--- config.mk ---
export PLATFORM = sky130hd
export DESIGN_NAME = rx_stamp_bank
export DESIGN_NICKNAME = d
export VERILOG_FILES = /design/src/rtl/rx_stamp_pkg.sv /design/src/rtl/rx_stamp_filter.sv /design/src/rtl/rx_stamp_alloc.sv /design/src/rtl/rx_stamp_slot.sv /design/src/rtl/rx_stamp_bank.sv
export SDC_FILE = /design/constraint.sdc
export NUM_CORES = 1
export LEC_CHECK = 0
export BUFFER_PORTS_ARGS = -buffer_cell sky130_fd_sc_hd__buf_2
export CAP_MARGIN = 40
export CORE_MARGIN = 2
export CORE_UTILIZATION = 30
export DETAILED_ROUTE_END_ITERATION = 10
export MAX_ROUTING_LAYER = met4
export SYNTH_ARGS = -nofsm -noshare
export SYNTH_HDL_FRONTEND = slang
export SYNTH_HIERARCHICAL = 1
export SYNTH_SLANG_ARGS = --single-unit
--- constraint.sdc ---
create_clock -name clk -period 2.7 [get_ports clk]
set_clock_uncertainty 0.1 [all_clocks]
set_input_delay 0 -clock clk [delete_from_list [all_inputs] [get_ports clk]]
set_output_delay 0 -clock clk [all_outputs]
set_load 0.05 [all_outputs]
--- src/rtl/rx_stamp_pkg.sv ---
package rx_stamp_pkg;

    localparam int TYPE_W    = 8;
    localparam int V2_TYPE_W = 4;

    typedef enum logic {
        VER_ONE = 1'b0,
        VER_TWO = 1'b1
    } ptp_ver_e;

    typedef struct packed {
        logic                 enable;
        ptp_ver_e             ver;
        logic                 udp_en;
        logic [TYPE_W-1:0]    v1_type;
        logic [V2_TYPE_W-1:0] v2_type;
    } filt_cfg_t;

    typedef struct packed {
        ptp_ver_e          ver;
        logic              udp;
        logic [TYPE_W-1:0] msg_type;
    } frame_cls_t;

    function automatic logic frame_hits(input filt_cfg_t c, input frame_cls_t f);
        logic v1_ok;
        logic v2_ok;
        v1_ok = (c.ver == VER_ONE) && (f.ver == VER_ONE) && f.udp && c.udp_en &&
                (f.msg_type == c.v1_type);
        v2_ok = (c.ver == VER_TWO) && (f.ver == VER_TWO) &&
                (f.msg_type[V2_TYPE_W-1:0] == c.v2_type) && (!f.udp || c.udp_en);
        return v1_ok || v2_ok;
    endfunction

endpackage

--- src/rtl/rx_stamp_filter.sv ---
module rx_stamp_filter
    import rx_stamp_pkg::*;
(
    input  filt_cfg_t  cfg,
    input  frame_cls_t frm,
    input  logic       frm_valid,
    output logic       hit
);
    always_comb begin
        hit = frm_valid && cfg.enable && frame_hits(cfg, frm);
    end
endmodule

--- src/rtl/rx_stamp_alloc.sv ---
module rx_stamp_alloc #(
    parameter int NSLOT = 4,
    localparam int IDX_W = (NSLOT > 1) ? $clog2(NSLOT) : 1
) (
    input  logic [NSLOT-1:0] held,
    output logic [NSLOT-1:0] grant,
    output logic [IDX_W-1:0] idx,
    output logic             any_free
);
    always_comb begin
        grant    = '0;
        idx      = '0;
        any_free = 1'b0;
        for (int i = 0; i < NSLOT; i++) begin
            if (!any_free && !held[i]) begin
                any_free = 1'b1;
                idx      = IDX_W'(i);
                grant[i] = 1'b1;
            end
        end
    end
endmodule

--- src/rtl/rx_stamp_slot.sv ---
module rx_stamp_slot #(
    parameter int TIME_W = 64
) (
    input  logic              clk,
    input  logic              rst,
    input  logic              set,
    input  logic              clr,
    input  logic [TIME_W-1:0] time_in,
    output logic              held,
    output logic [TIME_W-1:0] stamp
);
    always_ff @(posedge clk) begin
        if (rst) begin
            held  <= 1'b0;
            stamp <= '0;
        end else begin
            if (set) begin
                held  <= 1'b1;
                stamp <= time_in;
            end else if (clr) begin
                held  <= 1'b0;
            end
        end
    end

    // a held slot is never written again
    assert_no_overwrite_R5: assert property (@(posedge clk) disable iff (rst)
        set |-> !held);

    // stored value stays put while no new capture targets this slot
    assert_stamp_kept_R9: assert property (@(posedge clk) disable iff (rst)
        (held && !set) |=> $stable(stamp));
endmodule

--- src/rtl/rx_stamp_bank.sv ---
module rx_stamp_bank
    import rx_stamp_pkg::*;
#(
    parameter int NSLOT  = 4,
    parameter int TIME_W = 64,
    parameter int REG_W  = 32,
    localparam int IDX_W  = (NSLOT > 1) ? $clog2(NSLOT) : 1,
    localparam int ADDR_W = $clog2(2 * NSLOT + 1)
) (
    input  logic              clk,
    input  logic              rst,
    input  logic              cfg_enable,
    input  logic              cfg_ver,
    input  logic              cfg_udp_en,
    input  logic [7:0]        cfg_v1_type,
    input  logic [3:0]        cfg_v2_type,
    input  logic              frm_valid,
    input  logic              frm_ver,
    input  logic              frm_udp,
    input  logic [7:0]        frm_type,
    input  logic [TIME_W-1:0] time_ns,
    output logic              cap_valid,
    output logic [IDX_W-1:0]  cap_slot,
    input  logic              rd_en,
    input  logic [ADDR_W-1:0] rd_addr,
    output logic [REG_W-1:0]  rd_data
);
    localparam int STAT_ADDR = 2 * NSLOT;

    filt_cfg_t  cfg;
    frame_cls_t frm;
    logic       hit;

    always_comb begin
        cfg.enable  = cfg_enable;
        cfg.ver     = ptp_ver_e'(cfg_ver);
        cfg.udp_en  = cfg_udp_en;
        cfg.v1_type = cfg_v1_type;
        cfg.v2_type = cfg_v2_type;
        frm.ver      = ptp_ver_e'(frm_ver);
        frm.udp      = frm_udp;
        frm.msg_type = frm_type;
    end

    rx_stamp_filter u_filter (
        .cfg       (cfg),
        .frm       (frm),
        .frm_valid (frm_valid),
        .hit       (hit)
    );

    logic [NSLOT-1:0]  held;
    logic [NSLOT-1:0]  grant;
    logic [IDX_W-1:0]  pick_idx;
    logic              any_free;
    logic              take;
    logic [NSLOT-1:0]  set_vec;
    logic [NSLOT-1:0]  clr_vec;
    logic [TIME_W-1:0] stamps [NSLOT];

    rx_stamp_alloc #(.NSLOT(NSLOT)) u_alloc (
        .held     (held),
        .grant    (grant),
        .idx      (pick_idx),
        .any_free (any_free)
    );

    always_comb begin
        take    = hit && any_free;
        set_vec = take ? grant : '0;
    end

    for (genvar g = 0; g < NSLOT; g++) begin : g_slot
        always_comb begin
            clr_vec[g] = rd_en && (rd_addr == ADDR_W'(2 * g + 1));
        end

        rx_stamp_slot #(.TIME_W(TIME_W)) u_slot (
            .clk     (clk),
            .rst     (rst),
            .set     (set_vec[g]),
            .clr     (clr_vec[g]),
            .time_in (time_ns),
            .held    (held[g]),
            .stamp   (stamps[g])
        );

        // upper-word read of an occupied slot frees it
        assert_release_on_hi_R8: assert property (@(posedge clk) disable iff (rst)
            (clr_vec[g] && held[g]) |=> !held[g]);
    end

    always_ff @(posedge clk) begin
        if (rst) begin
            cap_valid <= 1'b0;
            cap_slot  <= '0;
        end else begin
            cap_valid <= take;
            if (take) begin
                cap_slot <= pick_idx;
            end
        end
    end

    logic [REG_W-1:0] rd_mux;

    always_comb begin
        rd_mux = '0;
        for (int i = 0; i < NSLOT; i++) begin
            if (rd_addr == ADDR_W'(2 * i)) begin
                rd_mux = stamps[i][REG_W-1:0];
            end
            if (rd_addr == ADDR_W'(2 * i + 1)) begin
                rd_mux = stamps[i][TIME_W-1:REG_W];
            end
        end
        if (rd_addr == ADDR_W'(STAT_ADDR)) begin
            rd_mux = REG_W'(held);
        end
    end

    always_ff @(posedge clk) begin
        if (rst) begin
            rd_data <= '0;
        end else if (rd_en) begin
            rd_data <= rd_mux;
        end
    end

    logic [NSLOT-1:0] slot_bit;
    logic [NSLOT-1:0] lower_bits;
    always_comb begin
        slot_bit   = NSLOT'(1) << cap_slot;
        lower_bits = slot_bit - NSLOT'(1);
    end

    // the reported slot was free and every lower slot was occupied
    assert_lowest_free_R5: assert property (@(posedge clk) disable iff (rst)
        cap_valid |-> ((($past(held) & slot_bit) == '0) &&
                       (($past(held) & lower_bits) == lower_bits)));

    // a full bank accepts nothing
    assert_full_drop_R9: assert property (@(posedge clk) disable iff (rst)
        (frm_valid && (&held)) |=> !cap_valid);

    // disabled bank never stamps
    assert_disabled_R10: assert property (@(posedge clk) disable iff (rst)
        !cfg_enable |=> !cap_valid);

    // version 1 without UDP recognition never stamps
    assert_v1_no_udp_R4: assert property (@(posedge clk) disable iff (rst)
        (!cfg_ver && !cfg_udp_en) |=> !cap_valid);

    // capture flag is a single-cycle pulse per strobe
    assert_cap_needs_strobe_R5: assert property (@(posedge clk) disable iff (rst)
        !frm_valid |=> !cap_valid);
endmodule

==> impl_metrics.json, run 1 <==
{
  "whs_ns": 0.00886,
  "relSlewSlack": 0.200,
  "syn_area_um2": 13200,
  "synth.avg_cell_area_um2": 9.47,
  "fin_setup_tns_ns": 0,
  "drv_cap": 0,
  "critical_path_peak_fanout": 10,
  "max_freq_mhz": 412,
  "crit_path_end_kind": "register",
  "ys_warn_count": 6,
  "drc": 0,
  "ys_seq_area_frac": 0.447,
  "layout_commonest_cell": "nor2_1",
  "leakage_nw": 5.82,
  "drt-met1-wl_um": 18200,
  "route.met2.wl_um": 17500,
  "yosysUniqueCellTypes": 47,
  "drt_first_pass_iters": 5,
  "final_cell_mix": "nor2_1 (378), dfxtp_1 (295), mux2i_1 (294), buf_2 (129), dlygate4sd3_1 (71)",
  "r2r-start": "g_slot[1].u_slot/held",
  "synthFlopType": "dfxtp_1",
  "wl_met3_um": 1930,
  "numCtsBuffers": 34,
  "areaGrowthSynthToFinish_pct": 21.5,
  "core-area_um2": 43300,
  "instances_no_fill": 2169,
  "grt_max_degree": 243,
  "synth_edf_count": 0,
  "dp_hpwl_um": 24700,
  "fin_crit_sh": 0.899,
  "gp_congestion": 0.842,
  "io_buffers": 131,
  "worst_pin_slew_ns": 1.20,
  "synthArstFlopShare": 0,
  "crit_type": "primary input to register",
  "final_util": 0.371,
  "root_buffer": "clkbuf_16",
  "ys_top_cells_by_area": "dfxtp_1 (45%), mux2i_1 (22%), nor2_1 (11%)",
  "fillCellCount": 4347,
  "status": "completed",
  "dp.cells": 2039,
  "grt_usage": 0.167,
  "cp.arrival_ns": 2.72,
  "clock_latency_ns": 0.51,
  "clockBufferDepth": 3,
  "finalSetupViolCount": 0,
  "grt_first_pass_wirelength_um": 60400,
  "via_per_inst": 4.95,
  "numClockSinks": 295,
  "required_ns": 2.99,
  "path_clk_slew_ns": 0.06,
  "drive_gt1_frac": 0.154,
  "initial_core_util": 0.306,
  "htreeDepth": 2,
  "netlist_instances": 1397,
  "top_layer": "met4",
  "rows": 76,
  "vdd_drop_max_v": 0.000378,
  "ff_latch_area_um2": 5910,
  "hold_viol": 0,
  "synthesis.nets": 1494,
  "synth_seq_cells": 295,
  "drtIter0Drc": 832,
  "worstSetupStartpointType": "primary input",
  "synth_top_area_frac": 0.447,
  "dr_total_vias": 10700,
  "cts_tree": "yes",
  "grt_pass1_vias": 10600,
  "finalCriticalPeriod_ns": 2.43,
  "antenna_left": 0,
  "p_per_area_nw_per_um2": 601,
  "post_drt_wl_per_cell_um": 17.6,
  "die_area_um2": 45800,
  "die_y_um": 214,
  "antenna_found_initial": 1,
  "rsz0062_at_grt": "no",
  "synth_top_area_cell": "dfxtp_1",
  "pin_count": 132,
  "die_x_um": 214,
  "setup.worst_path.start": "frm_udp",
  "slew_viol_final": 0,
  "min-delay-start": "cfg_ver",
  "grt.overflow.total": 0,
  "routed_wl_um": 38200,
  "multiInputGateArea_um2": 6470,
  "hold_class": "primary input to register",
  "fin_nets": 1658
}
## cells in the mapped netlist, types with 2 or more instances
master    instances
o21ai_0          53
buf_12           20
inv_1             2
nand4_1           3
clkbuf_1         31
nor2b_1           5
a211oi_1         27
nor2_1          379
dfxtp_1         295
o31ai_1          27
buf_1            13
a21oi_1           8
mux2i_1         294
nand3_1           4
a31oi_1          26
buf_4            11
nor3_1            2
a221oi_1          8
o22ai_1           3
buf_6             8
xnor2_1           7
buf_2            28
nor4_1            5
o211ai_1          4
and3_1            7
nand2b_1         10
nand2_1          37
inv_2             4
or2_2             2
mux4_2            2
o21a_1           27
xor2_1            5
o221ai_1         26
## metal layers
| metal | GRT usage | up-vias |
|---|---|---|
| met3 | 0.0230 | 38 |
| met2 | 0.264 | 323 |
| met1 | 0.226 | 5200 |
| met5 | - | - |
| met4 | 0.0420 | 0 |
| li1 | - | 5177 |
## area by class of cell
cell class                 count  share of cell area
sequential                   295               0.367
timing repair buffer         240               0.115
clock inverter                14             0.00981
tap                          585              0.0455
inverter                       6             0.00140
clock buffer                  44              0.0578
antenna                        1            0.000156
multi-input combinational    984               0.403
## cells by family (layout without fill, tap and decap cells)
logic type / after synthesis / after routing / synth area share
AO/OA/AOI/OAI: 215 / 215 / 0.111
XOR/XNOR: 12 / 12 / 0.00795
buffers and inverters: 118 / 304 / 0.0687
flip-flops: 295 / 295 / 0.447
multiplexers: 297 / 297 / 0.227
other: 0 / 1 / 0
AND/OR/NAND/NOR: 460 / 460 / 0.139
## report_power, final
group	total (mW)	switching [mW]	leakage [nW]	internal [mW]
combinational	0.757	0.494	2.91	0.263
clock	4.52	1.80	0.533	2.72
sequential	4.38	0.0100	2.38	4.37
## critical path, stage by stage
cell and delay, ns:
dlygate4sd3_1 0.54, buf_2 0.13, a21oi_1 0.19, nand4_1 0.14
o22ai_1 0.19, buf_4 0.17, and3_4 0.34, buf_12 0.19
mux2i_1 0.18, nor2_1 0.06, dlygate4sd3_1 0.57
## through the flow
stage	cell area (µm²)	setup slack [ns]	power, mW
floorplan	13200	0.893	4.86
global placement	14300	0.586	5.15
detailed placement	14300	0.560	5.15
CTS	16100	0.369	9.77
global route	16100	0.177	10.0
finish	16100	0.274	9.66
## final timing paths
check,end,slack (ns),depth (start not counted)
worst min register to register,rd_data[25],0.35,2
worst max-delay path,g_slot[1].u_slot/stamp[8],0.27,11
worst max register to register,g_slot[1].u_slot/stamp[8],0.38,6
worst min-delay path,cap_slot[0],0.009,6
## state kept, by name, summed over array words and instances (netlist names)
signal,cells
g_slot.u_slot/stamp,256
cap_valid,1
rd_data,32
cap_slot,2
g_slot.u_slot/held,4
## what timing repair did
item                      in CTS  in global routing
setup buffers                  0                  0
hold buffers                  71                  0
gates resized for setup        0                  0
hold endpoints to repair     271                  0
Power figures use the tool's default switching activity.
==> inputs of run 2 (changes only) <==
- ABC_AREA: not set -> 1
==> impl_metrics.json, run 2 <==
{
  "status": "completed",
  "syn_area_um2": 13300,
  "cp_cell_sequence": "nand4_1, nand2_1, nor2_4, inv_4, nor2_1, nor2_1",
  "dr_total_vias": 13100,
  "grt_max_degree": 70,
  "p_int_mw": 7.09,
  "max_stage_delay_ns": 0.66,
  "pin_count": 132,
  "die_x_um": 215,
  "initial_core_util": 0.303,
  "cp.arrival_ns": 2.49,
  "grt_usage": 0.191,
  "drive_gt1_frac": 0.140,
  "yosysMostFrequentCell": "nor2_1",
  "ys_warn_count": 6,
  "sequentialPowerShare": 0.467,
  "grt.overflow.total": 0,
  "synth.avg_cell_area_um2": 6.84,
  "gp_congestion": 0.825,
  "synth_top_area_cell": "dfxtp_1",
  "hold_path_end": "rd_data[1]",
  "synth_seq_cells": 295,
  "antenna_found_initial": 2,
  "dp_slack_ns": 0.582,
  "reg2reg_to": "g_slot[1].u_slot/stamp[10]",
  "post_drt_wl_per_cell_um": 15.9,
  "leakage_nw": 7.31,
  "worstSetupStartpointType": "register",
  "rsz0062_at_grt": "no",
  "r2r_setup_slack_ns": 0.57,
  "yosysUniqueCellTypes": 31,
  "drtIter0Drc": 1007,
  "crit_type": "register to register",
  "grt_pass1_vias": 12700,
  "final_util": 0.367,
  "min-delay-start": "rd_addr[2]",
  "finalCriticalPeriod_ns": 2.13,
  "fin_crit_sh": 0.789,
  "required_ns": 3.06,
  "timing.final.ws_setup_ns": 0.571,
  "path_clk_slew_ns": 0.06,
  "p_comb_frac": 0.074,
  "max_freq_mhz": 470,
  "r2r-start": "g_slot[3].u_slot/held",
  "top_regs": "g_slot.u_slot/stamp (256), rd_data (32), g_slot.u_slot/held (4)",
  "routed_wl_um": 43300,
  "synth_edf_count": 0,
  "path_common_cell": "nor2_1",
  "core-area_um2": 44000,
  "via_per_inst": 4.83,
  "layout_commonest_cell": "nor2_1",
  "yosys-top-cells-count": "nor2_1 (584), dfxtp_1 (295), nand2_1 (279)",
  "fin_setup_tns_ns": 0,
  "instances_no_fill": 2714,
  "ys_top_cells_by_area": "dfxtp_1 (44%), nor2_1 (16%), o21ai_0 (9.6%)",
  "synthesis.nets": 2048,
  "clockBufferDepth": 3,
  "hold_viol": 0,
  "clock_latency_ns": 0.53,
  "clkPwrFrac": 0.459,
  "largest_reg_flops": 256,
  "finalSetupViolCount": 0,
  "p_per_area_nw_per_um2": 581,
  "fin_nets": 2198,
  "r2r_cells": 6,
  "drv_cap": 0,
  "p_sw_mw": 2.30,
  "dp.cells": 2587,
  "critPathSlowestCell": "inv_4",
  "synth_top_area_frac": 0.442,
  "ys_seq_area_frac": 0.442,
  "crit_path_end_kind": "register",
  "drc": 0,
  "rows": 77,
  "root_buffer": "clkbuf_16",
  "die_area_um2": 46200,
  "drt_first_pass_iters": 5,
  "cts_tree": "yes",
  "final_cell_mix": "nor2_1 (578), dfxtp_1 (295), nand2_1 (279), o21ai_0 (257), buf_2 (131)",
  "netlist_instances": 1951,
  "dp_hpwl_um": 27400,
  "numClockSinks": 295,
  "grt_first_pass_wirelength_um": 69400,
  "critical_path_peak_fanout": 65,
  "relSlewSlack": 0.410,
  "htreeDepth": 2,
  "synthFlopType": "dfxtp_1",
  "die_y_um": 215,
  "hold_class": "primary input to register",
  "hold_depth": 8,
  "io_buffers": 131,
  "worst_pin_slew_ns": 0.885,
  "largest-register": "g_slot.u_slot/stamp",
  "slew_viol_final": 0,
  "whs_ns": 0.0952,
  "antenna_left": 0,
  "p_sw_frac": 0.245,
  "areaGrowthSynthToFinish_pct": 21.0,
  "numCtsBuffers": 34,
  "synthArstFlopShare": 0,
  "vdd_drop_max_v": 0.000346
}
-- run 2: cell types whose count changed in the layout (fill, tap and decap cells not counted), sizes merged, moves of 99 or more --
cell,delta
nand3,+99
nand2,+246
o21ai,+206
inv,+104
nor2,+245
mux2i,-294
-- run 2: cells by family after synthesis --
group / synth area share
AND/OR/NAND/NOR: 0.336
buffers and inverters: 0.0915
AO/OA/AOI/OAI: 0.127
flip-flops: 0.442
XOR/XNOR: 0.00328
-- run 2: critical path: cells and delay by family, from the launching register on --
kind,cells,cell delay (ns)
and+or+nand+nor,5,0.82
buffers and inverters,1,0.66
DFF,1,0.44
-- run 2: through the flow --
stage | area (µm²) | power, mW
detailed placement | 14400 | 5.09
CTS | 16100 | 9.49
global route | 16100 | 9.71
floorplan | 13300 | 4.78
global placement | 14400 | 5.08
finish | 16100 | 9.39
-- run 2: layout make-up --
cell class	instances	area (µm²)
diodes	2	5.00
clock buffers	49	967
clock inverters	6	51.3
fillers	4687	27900
inverters	109	419
multi-input cells	1418	6270
flip-flops and latches	295	5910
well taps	592	741
repair buffers	243	1790
-- run 2: how the worst max path moves through the flow --
| stage | start | to | slack, ns | cells after the start |
|---|---|---|---|---|
| detailed placement | cfg_v1_type[3] | g_slot[2].u_slot/stamp[26] | 0.58 | 11 |
| finish | g_slot[3].u_slot/held | g_slot[1].u_slot/stamp[10] | 0.57 | 6 |
| global route | g_slot[3].u_slot/held | g_slot[1].u_slot/stamp[35] | 0.39 | 6 |
| CTS | g_slot[3].u_slot/held | g_slot[1].u_slot/stamp[37] | 0.59 | 6 |
| floorplan | cfg_v2_type[1] | g_slot[0].u_slot/stamp[52] | 1.17 | 13 |
| global placement | g_slot[3].u_slot/held | g_slot[1].u_slot/stamp[13] | 0.62 | 6 |
-- run 2: layer usage --
metal	wire [µm]	share of wire	GRT usage	vias up
met5	0	0	-	-
met4	925	0.021	0.0558	0
met3	2880	0.067	0.0290	66
met2	19300	0.45	0.303	477
met1	20100	0.47	0.251	6112
li1	-	-	-	6462
-- run 2: power groups by stage --
stage / logic [mW] / registers, mW / clock network [mW]
floorplan: 0.255 / 4.53 / 0
global placement: 0.597 / 4.48 / 0
detailed placement: 0.612 / 4.48 / 0
CTS: 0.695 / 4.38 / 4.41
global route: 0.752 / 4.38 / 4.58
finish: 0.697 / 4.38 / 4.31
-- run 2: timing repair --
action / 4_1_cts / 5_1_grt
setup buffers: 0 / 0
endpoints found under the hold margin: 289 / 0
hold buffers: 70 / 0
resized for setup: 0 / 0
